**src/rtl/b2s_pkg.sv**
```systemverilog
package b2s_pkg;
  // Strobes from the sequencer to the datapath, all qualified to the current slot
  typedef struct packed {
    logic loadCmd;     // register a command onto the pins for the next slot
    logic cmdWrite;    // that command is a write
    logic driveEn;     // drive a write beat in the next slot
    logic driveFirst;  // the beat to drive is the first one
    logic capFirst;    // memory drives the first read beat in this slot
    logic capLast;     // memory drives the second read beat in this slot
  } strobe_t;
endpackage

```
**src/rtl/b2s_ctrl.sv**
```systemverilog
module b2s_ctrl
  import b2s_pkg::*;
#(
  parameter int RD_LAT = 5
) (
  input  logic    clk,
  input  logic    rst,
  input  logic    reqValid,
  input  logic    reqWrite,
  output logic    reqReady,
  output logic    kRise,
  output strobe_t st
);
  localparam int AGE_W = RD_LAT + 2;

  logic             phase;
  logic [1:0]       wrAge;
  logic [AGE_W-1:0] rdAge;
  logic             readBusy;
  logic             accept;

  // A write may not start while any read could still own the bus in its beat slot
  assign readBusy = |rdAge[RD_LAT:0];
  assign kRise    = ~phase;
  assign reqReady = phase & ~(reqWrite & readBusy);
  assign accept   = reqValid & reqReady;

  always_ff @(posedge clk) begin
    if (rst) begin
      phase <= 1'b0;
      wrAge <= '0;
      rdAge <= '0;
    end else begin
      phase <= ~phase;
      wrAge <= {wrAge[0], accept & reqWrite};
      rdAge <= {rdAge[AGE_W-2:0], accept & ~reqWrite};
    end
  end

  always_comb begin
    st.loadCmd    = accept;
    st.cmdWrite   = reqWrite;
    st.driveEn    = |wrAge;
    st.driveFirst = wrAge[0];
    st.capFirst   = rdAge[RD_LAT];
    st.capLast    = rdAge[RD_LAT+1];
  end


  wr_after_rd_gap_chk: assert property (@(posedge clk) disable iff (rst)
    (|wrAge) |-> (rdAge[AGE_W-1:RD_LAT-1] == '0));


  cmd_phase_chk: assert property (@(posedge clk) disable iff (rst)
    (rdAge[0] | wrAge[0]) |-> kRise);
endmodule

```
**src/rtl/b2s_datapath.sv**
```systemverilog
module b2s_datapath
  import b2s_pkg::*;
#(
  parameter int ADDR_W = 8,
  parameter int DATA_W = 16
) (
  input  logic              clk,
  input  logic              rst,
  input  strobe_t           st,
  input  logic [ADDR_W-1:0] reqAddr,
  input  logic [DATA_W-1:0] reqData0,
  input  logic [DATA_W-1:0] reqData1,
  input  logic [DATA_W-1:0] memDqIn,
  output logic              memLoadN,
  output logic              memReadWrite,
  output logic [ADDR_W-1:0] memAddr,
  output logic [DATA_W-1:0] memDqOut,
  output logic              memDqOe,
  output logic              rspValid,
  output logic [DATA_W-1:0] rspData0,
  output logic [DATA_W-1:0] rspData1
);
  logic [DATA_W-1:0] wrWord0, wrWord1, rdWord0;

  always_ff @(posedge clk) begin
    if (rst) begin
      memLoadN     <= 1'b1;
      memReadWrite <= 1'b1;
      memAddr      <= '0;
      memDqOut     <= '0;
      memDqOe      <= 1'b0;
      wrWord0      <= '0;
      wrWord1      <= '0;
      rdWord0      <= '0;
      rspValid     <= 1'b0;
      rspData0     <= '0;
      rspData1     <= '0;
    end else begin
      memLoadN <= ~st.loadCmd;
      if (st.loadCmd) begin
        memReadWrite <= ~st.cmdWrite;
        memAddr      <= reqAddr;
        if (st.cmdWrite) begin
          wrWord0 <= reqData0;
          wrWord1 <= reqData1;
        end
      end
      memDqOe <= st.driveEn;
      if (st.driveEn) memDqOut <= st.driveFirst ? wrWord0 : wrWord1;
      if (st.capFirst) rdWord0 <= memDqIn;
      rspValid <= st.capLast;
      if (st.capLast) begin
        rspData0 <= rdWord0;
        rspData1 <= memDqIn;
      end
    end
  end


  rsp_spacing_chk: assert property (@(posedge clk) disable iff (rst)
    rspValid |=> !rspValid);
endmodule

```
**src/rtl/b2s_sram_ctrl.sv**
```systemverilog
module b2s_sram_ctrl
  import b2s_pkg::*;
#(
  parameter int ADDR_W = 8,
  parameter int DATA_W = 16,
  parameter int RD_LAT = 5
) (
  input  logic              clk,
  input  logic              rst,
  input  logic              reqValid,
  output logic              reqReady,
  input  logic              reqWrite,
  input  logic [ADDR_W-1:0] reqAddr,
  input  logic [DATA_W-1:0] reqData0,
  input  logic [DATA_W-1:0] reqData1,
  output logic              rspValid,
  output logic [DATA_W-1:0] rspData0,
  output logic [DATA_W-1:0] rspData1,
  output logic              memKRise,
  output logic              memLoadN,
  output logic              memReadWrite,
  output logic [ADDR_W-1:0] memAddr,
  output logic [DATA_W-1:0] memDqOut,
  output logic              memDqOe,
  input  logic [DATA_W-1:0] memDqIn
);
  strobe_t st;

  b2s_ctrl #(.RD_LAT(RD_LAT)) uCtrl (
    .clk(clk), .rst(rst), .reqValid(reqValid), .reqWrite(reqWrite),
    .reqReady(reqReady), .kRise(memKRise), .st(st)
  );

  b2s_datapath #(.ADDR_W(ADDR_W), .DATA_W(DATA_W)) uData (
    .clk(clk), .rst(rst), .st(st), .reqAddr(reqAddr),
    .reqData0(reqData0), .reqData1(reqData1), .memDqIn(memDqIn),
    .memLoadN(memLoadN), .memReadWrite(memReadWrite), .memAddr(memAddr),
    .memDqOut(memDqOut), .memDqOe(memDqOe), .rspValid(rspValid),
    .rspData0(rspData0), .rspData1(rspData1)
  );


  cmd_on_rise_chk: assert property (@(posedge clk) disable iff (rst)
    !memLoadN |-> memKRise);


  cmd_one_slot_chk: assert property (@(posedge clk) disable iff (rst)
    !memLoadN |=> memLoadN);


  wr_cmd_encode_chk: assert property (@(posedge clk) disable iff (rst)
    (reqValid && reqReady && reqWrite) |=> (!memLoadN && !memReadWrite));


  oe_window_chk: assert property (@(posedge clk) disable iff (rst)
    memDqOe |-> (($past(!memLoadN && !memReadWrite)) ||
                 ($past(!memLoadN && !memReadWrite, 2))));


  ready_phase_chk: assert property (@(posedge clk) disable iff (rst)
    reqReady |-> !memKRise);
endmodule

```
**config.mk**
```make
export PLATFORM = sky130hd
export DESIGN_NAME = b2s_sram_ctrl
export DESIGN_NICKNAME = d
export VERILOG_FILES = /design/src/rtl/b2s_pkg.sv /design/src/rtl/b2s_ctrl.sv /design/src/rtl/b2s_datapath.sv /design/src/rtl/b2s_sram_ctrl.sv
export SDC_FILE = /design/constraint.sdc
export NUM_CORES = 1
export LEC_CHECK = 0
export BUFFER_PORTS_ARGS = -buffer_cell sky130_fd_sc_hd__buf_2
export CAP_MARGIN = 20
export CORE_MARGIN = 2
export CORE_UTILIZATION = 56
export CTS_BUF_LIST = sky130_fd_sc_hd__clkbuf_16
export DETAILED_ROUTE_END_ITERATION = 6
export PLACE_DENSITY = 0.84
export SYNTH_ARGS = -nofsm -noshare
export SYNTH_HDL_FRONTEND = slang
export SYNTH_HIERARCHICAL = 1
export SYNTH_SLANG_ARGS = --single-unit
```
**constraint.sdc**
```tcl
create_clock -name clk -period 4.8 [get_ports clk]
set_clock_uncertainty 0.2 [all_clocks]
set_input_delay 0.48 -clock clk [delete_from_list [all_inputs] [get_ports clk]]
set_output_delay 0.48 -clock clk [all_outputs]
set_load 0.005 [all_outputs]
```
==> summary by stage <==
Status
The flow ran to the end, and the final reports show no timing, DRC or antenna violations.

Synthesis
The net count after synthesis is 503. Counting flops and latches in the post-synthesis netlist gives 118. The Yosys warning count is 6.

The number of library cell types mapped by synthesis is 27. The mean cell area of the mapped netlist is 10.3 µm². Synthesis produced a netlist whose cell count is 443. The share of the Yosys chip area taken by registers is 51.9%. The synthesized cell area is 4550 µm².

Final layout
The finished cells cover 5680 µm². Of the cells placed in the final design, the portion with a size suffix greater than 1 is 34.1%. The number of antenna diodes in the final layout is 0.

Once layout is complete, the utilization of the core stands at 72.8%. In the layout the commonest cells are 120 x buf_2, 117 x dfxtp_1, 73 x nor2_1. The layout has 566 filler cells. The final net count is 602. The commonest non-fill, non-tap cell in the layout is buf_2. The area growth from synthesis to final layout is 24.7%.

Global route
The pin count of the biggest net entering global routing is 119. The global-route wire length before repair is 15500 µm. Global routing finished with a remaining overflow of 0. The global routing usage summed across all routing layers is 22.6%. The number of antenna violations at the first check in global routing was 0. The number of global-route vias before repair is 3247.

Pwr
The power share of the sequential group is 41.5%. For this design the total switching power over the nets is 0.000557 W. VDD sags by at most 317 µV. The clock network fraction of design power is 53.0%. Internal power comes to 0.00189 W.

Combinational logic burns 5.5% of the power. The areal power density over the cells is 431 nW/µm². In this run switching power makes up 22.8% of total power. The total leakage power is 2.31 nW.

Worst hold path
In this run the most critical hold path is launched from reqAddr[0]. The worst hold path terminates at uData/memAddr[0]. Along the worst hold path, the cell count comes to 3. The path class of the lowest-slack min-delay path is in -> reg.

Timing
The time the final worst path needs with I/O delays and setup is 3.01 ns. The number of hold-slack violations in the final timing report is 0. Setup repair after global routing left no endpoint under its margin. The worst pin sits at a relative slew slack of 29.0%. The final-report max-slew violation count was 0. At the pin with the least slew margin, the transition time is 1.06 ns. Setup violations remaining at the end of the flow were counted as 0. Final hold analysis gives a worst-case slack of 0.126 ns. The final sum of negative setup slack is 0 ns. Timing would allow up to 333 MHz. The share of the clock period used by the worst path after layout is 62.6%.

Clock network
The buffer levels on the longest clock path is 2. In this run, post-CTS repair resized a total of 0 instances. The CTS H-tree depth is 4. The CTS tree is yes. After clock tree synthesis, the clock-pin slew on the worst setup and hold paths is 0.06 ns. The worst-skew pair later-pin latency is 0.40 ns. The total clock buffers created by CTS is 17. The number of setup buffers added after CTS is 0. The buffer cell driving the clock tree root is clkbuf_16. The tree built by TritonCTS fans out to 118 sinks.

In this run, post-CTS hold repair placed 0 buffers.

Placement
The number of port buffers is 121. Routability-driven placement finished with a final weighted congestion of 0.744. Summed over all nets, the half-perimeter wirelength after detailed placement is 6010 µm. The placement-stage cell area is 5040 µm².

Setup path
The element type at the critical path start is a flip-flop. The signal on the critical path passes through or4_4, o41ai_4, buf_4, nand3_1, a21oi_1. The number of cells traversed by the worst register-to-register path is 5. The largest stage delay on the critical path is 0.68 ns. The terminus of the critical flop-to-flop path is uData/wrWord1[9]. The worst register-to-register path begins at uCtrl/rdAge[5]. The number of buffers and inverters on the critical path is 1.

The cell family contributing the most delay on the critical path is simple AND/OR/NAND/NOR gates. For the worst setup path, the data arrival time is 3.13 ns. The startpoint-to-endpoint class of the critical path is reg -> reg. The worst-path maximum fanout is 75.

The register-to-register setup slack is 1.79 ns. STA puts the critical path data required time at 4.92 ns. The worst setup path is captured at a flip-flop.

The cell with the largest stage delay on the worst path is or4_4.

Floorplanning
From bottom edge to top edge, the die measures 94.2 µm. The boundary pin count is 122. In this run the core area contains 32 standard-cell rows. The area of the die is 8870 µm². The die width is 94.2 µm. The effective utilization at floorplan is 58.3%. The floorplan core area is 7810 µm².

Drt
The routed layout has 3513 vias. After the first detailed-routing iteration, the DRC count stood at 143. The count of nets left with antenna violations after detail routing is 0. The number of optimization iterations in the first detailed-route pass is 4. The total length of routed wires is 9990 µm. The detailed-route DRC error count is 0. The routed wire length per instance is 15.2 µm. The via density per instance is 5.35.

Flow run
The max-capacitance violation count is 0.
-- Yosys cell counts --
cell | number | area (µm²)
buf_2 | 16 | 80.1
buf_4 | 13 | 97.6
nor4_1 | 1 | 6.26
or2_2 | 2 | 12.5
nand2b_1 | 1 | 6.26
or4_4 | 1 | 11.3
a211oi_1 | 16 | 120
a21oi_1 | 32 | 160
nor3_1 | 1 | 5.00
a21o_1 | 1 | 7.51
nand2_1 | 2 | 7.51
mux2i_1 | 72 | 721
o22ai_1 | 1 | 6.26
nand3_1 | 32 | 160
nand3b_1 | 1 | 7.51
nor2_1 | 73 | 274
inv_1 | 1 | 3.75
a21bo_1 | 4 | 40.0
a21bo_2 | 28 | 280
or3b_1 | 1 | 8.76
buf_12 | 1 | 20.0
nand4b_1 | 1 | 8.76
o41ai_2 | 1 | 16.3
nor2b_1 | 9 | 56.3
dfxtp_1 | 118 | 2360
buf_6 | 3 | 33.8
clkbuf_1 | 11 | 41.3
-- power groups by stage --
stage	sequential [W]	combinational, W	clock (W)
final	0.00102	0.000136	0.00130
after global routing	0.00102	0.000150	0.00136
after global placement	0.00103	0.000129	0
after detailed placement	0.00104	0.000133	0
after CTS	0.00102	0.000135	0.00132
after floorplan	0.00103	0.0000878	0
-- routing by layer --
| metal | up-vias | global-route usage (%) | routed length [µm] |
|---|---|---|---|
| li1 | 1729 | - | - |
| met1 | 1675 | 26.3 | 4300 |
| met2 | 99 | 38.9 | 5150 |
| met3 | 10 | 5.46 | 420 |
| met4 | 0 | 10.6 | 118 |
| met5 | - | 0 | 0 |
-- final cells by class --
class                   instances  area [µm²]  area share, %
multi-input cells             280        1930           33.9
flip-flops and latches        118        2360           41.6
clock buffers                  17         425           7.49
clock inverters                15         190           3.35
inverters                       1        3.75         0.0661
well taps                     102         128           2.25
repair buffers                124         643           11.3
-- cells by family after synthesis --
family                 Yosys count  synth area share [%]
AND/OR/NAND/NOR                125                  12.4
multiplexers                    72                  15.8
AO/OA/AOI/OAI                   83                  13.8
buffers and inverters           45                  6.07
flip-flops                     118                  51.9
-- state kept, by name, indices dropped and copies added, names as in the netlist, 2 cells and up --
signal,cells
uData/rdWord0,16
uData/memDqOut,16
uCtrl/wrAge,2
uData/rspData1,16
uData/memAddr,8
uCtrl/rdAge,7
uData/wrWord0,16
uData/wrWord1,16
uData/rspData0,16
-- worst register-to-register path, stage by stage, from the launching register on --
cell and delay, ns:
dfxtp_1 0.64, or4_4 0.68, o41ai_4 0.31, buf_4 0.66
nand3_1 0.24, a21oi_1 0.21
-- per-stage QoR --
step	total power [W]	std cells	setup slack, ns
6_report	0.00245	657	1.79
5_1_grt	0.00253	657	1.66
4_1_cts	0.00247	656	1.75
3_5_place_dp	0.00117	624	1.85
3_3_place_gp	0.00116	624	1.92
2_1_floorplan	0.00112	443	2.70
-- how the worst max path moves through the flow --
stage	start	to	depth (start not counted)
after CTS	uCtrl/rdAge[5]	uData/memAddr[3]	5
after detailed placement	uCtrl/rdAge[5]	uData/memAddr[3]	5
after global placement	uCtrl/rdAge[5]	uData/memAddr[0]	5
after global routing	uCtrl/rdAge[5]	uData/wrWord0[11]	5
final	uCtrl/rdAge[5]	uData/wrWord1[9]	5
after floorplan	uCtrl/rdAge[1]	uData/memAddr[4]	7
Power figures use the tool's default switching activity.
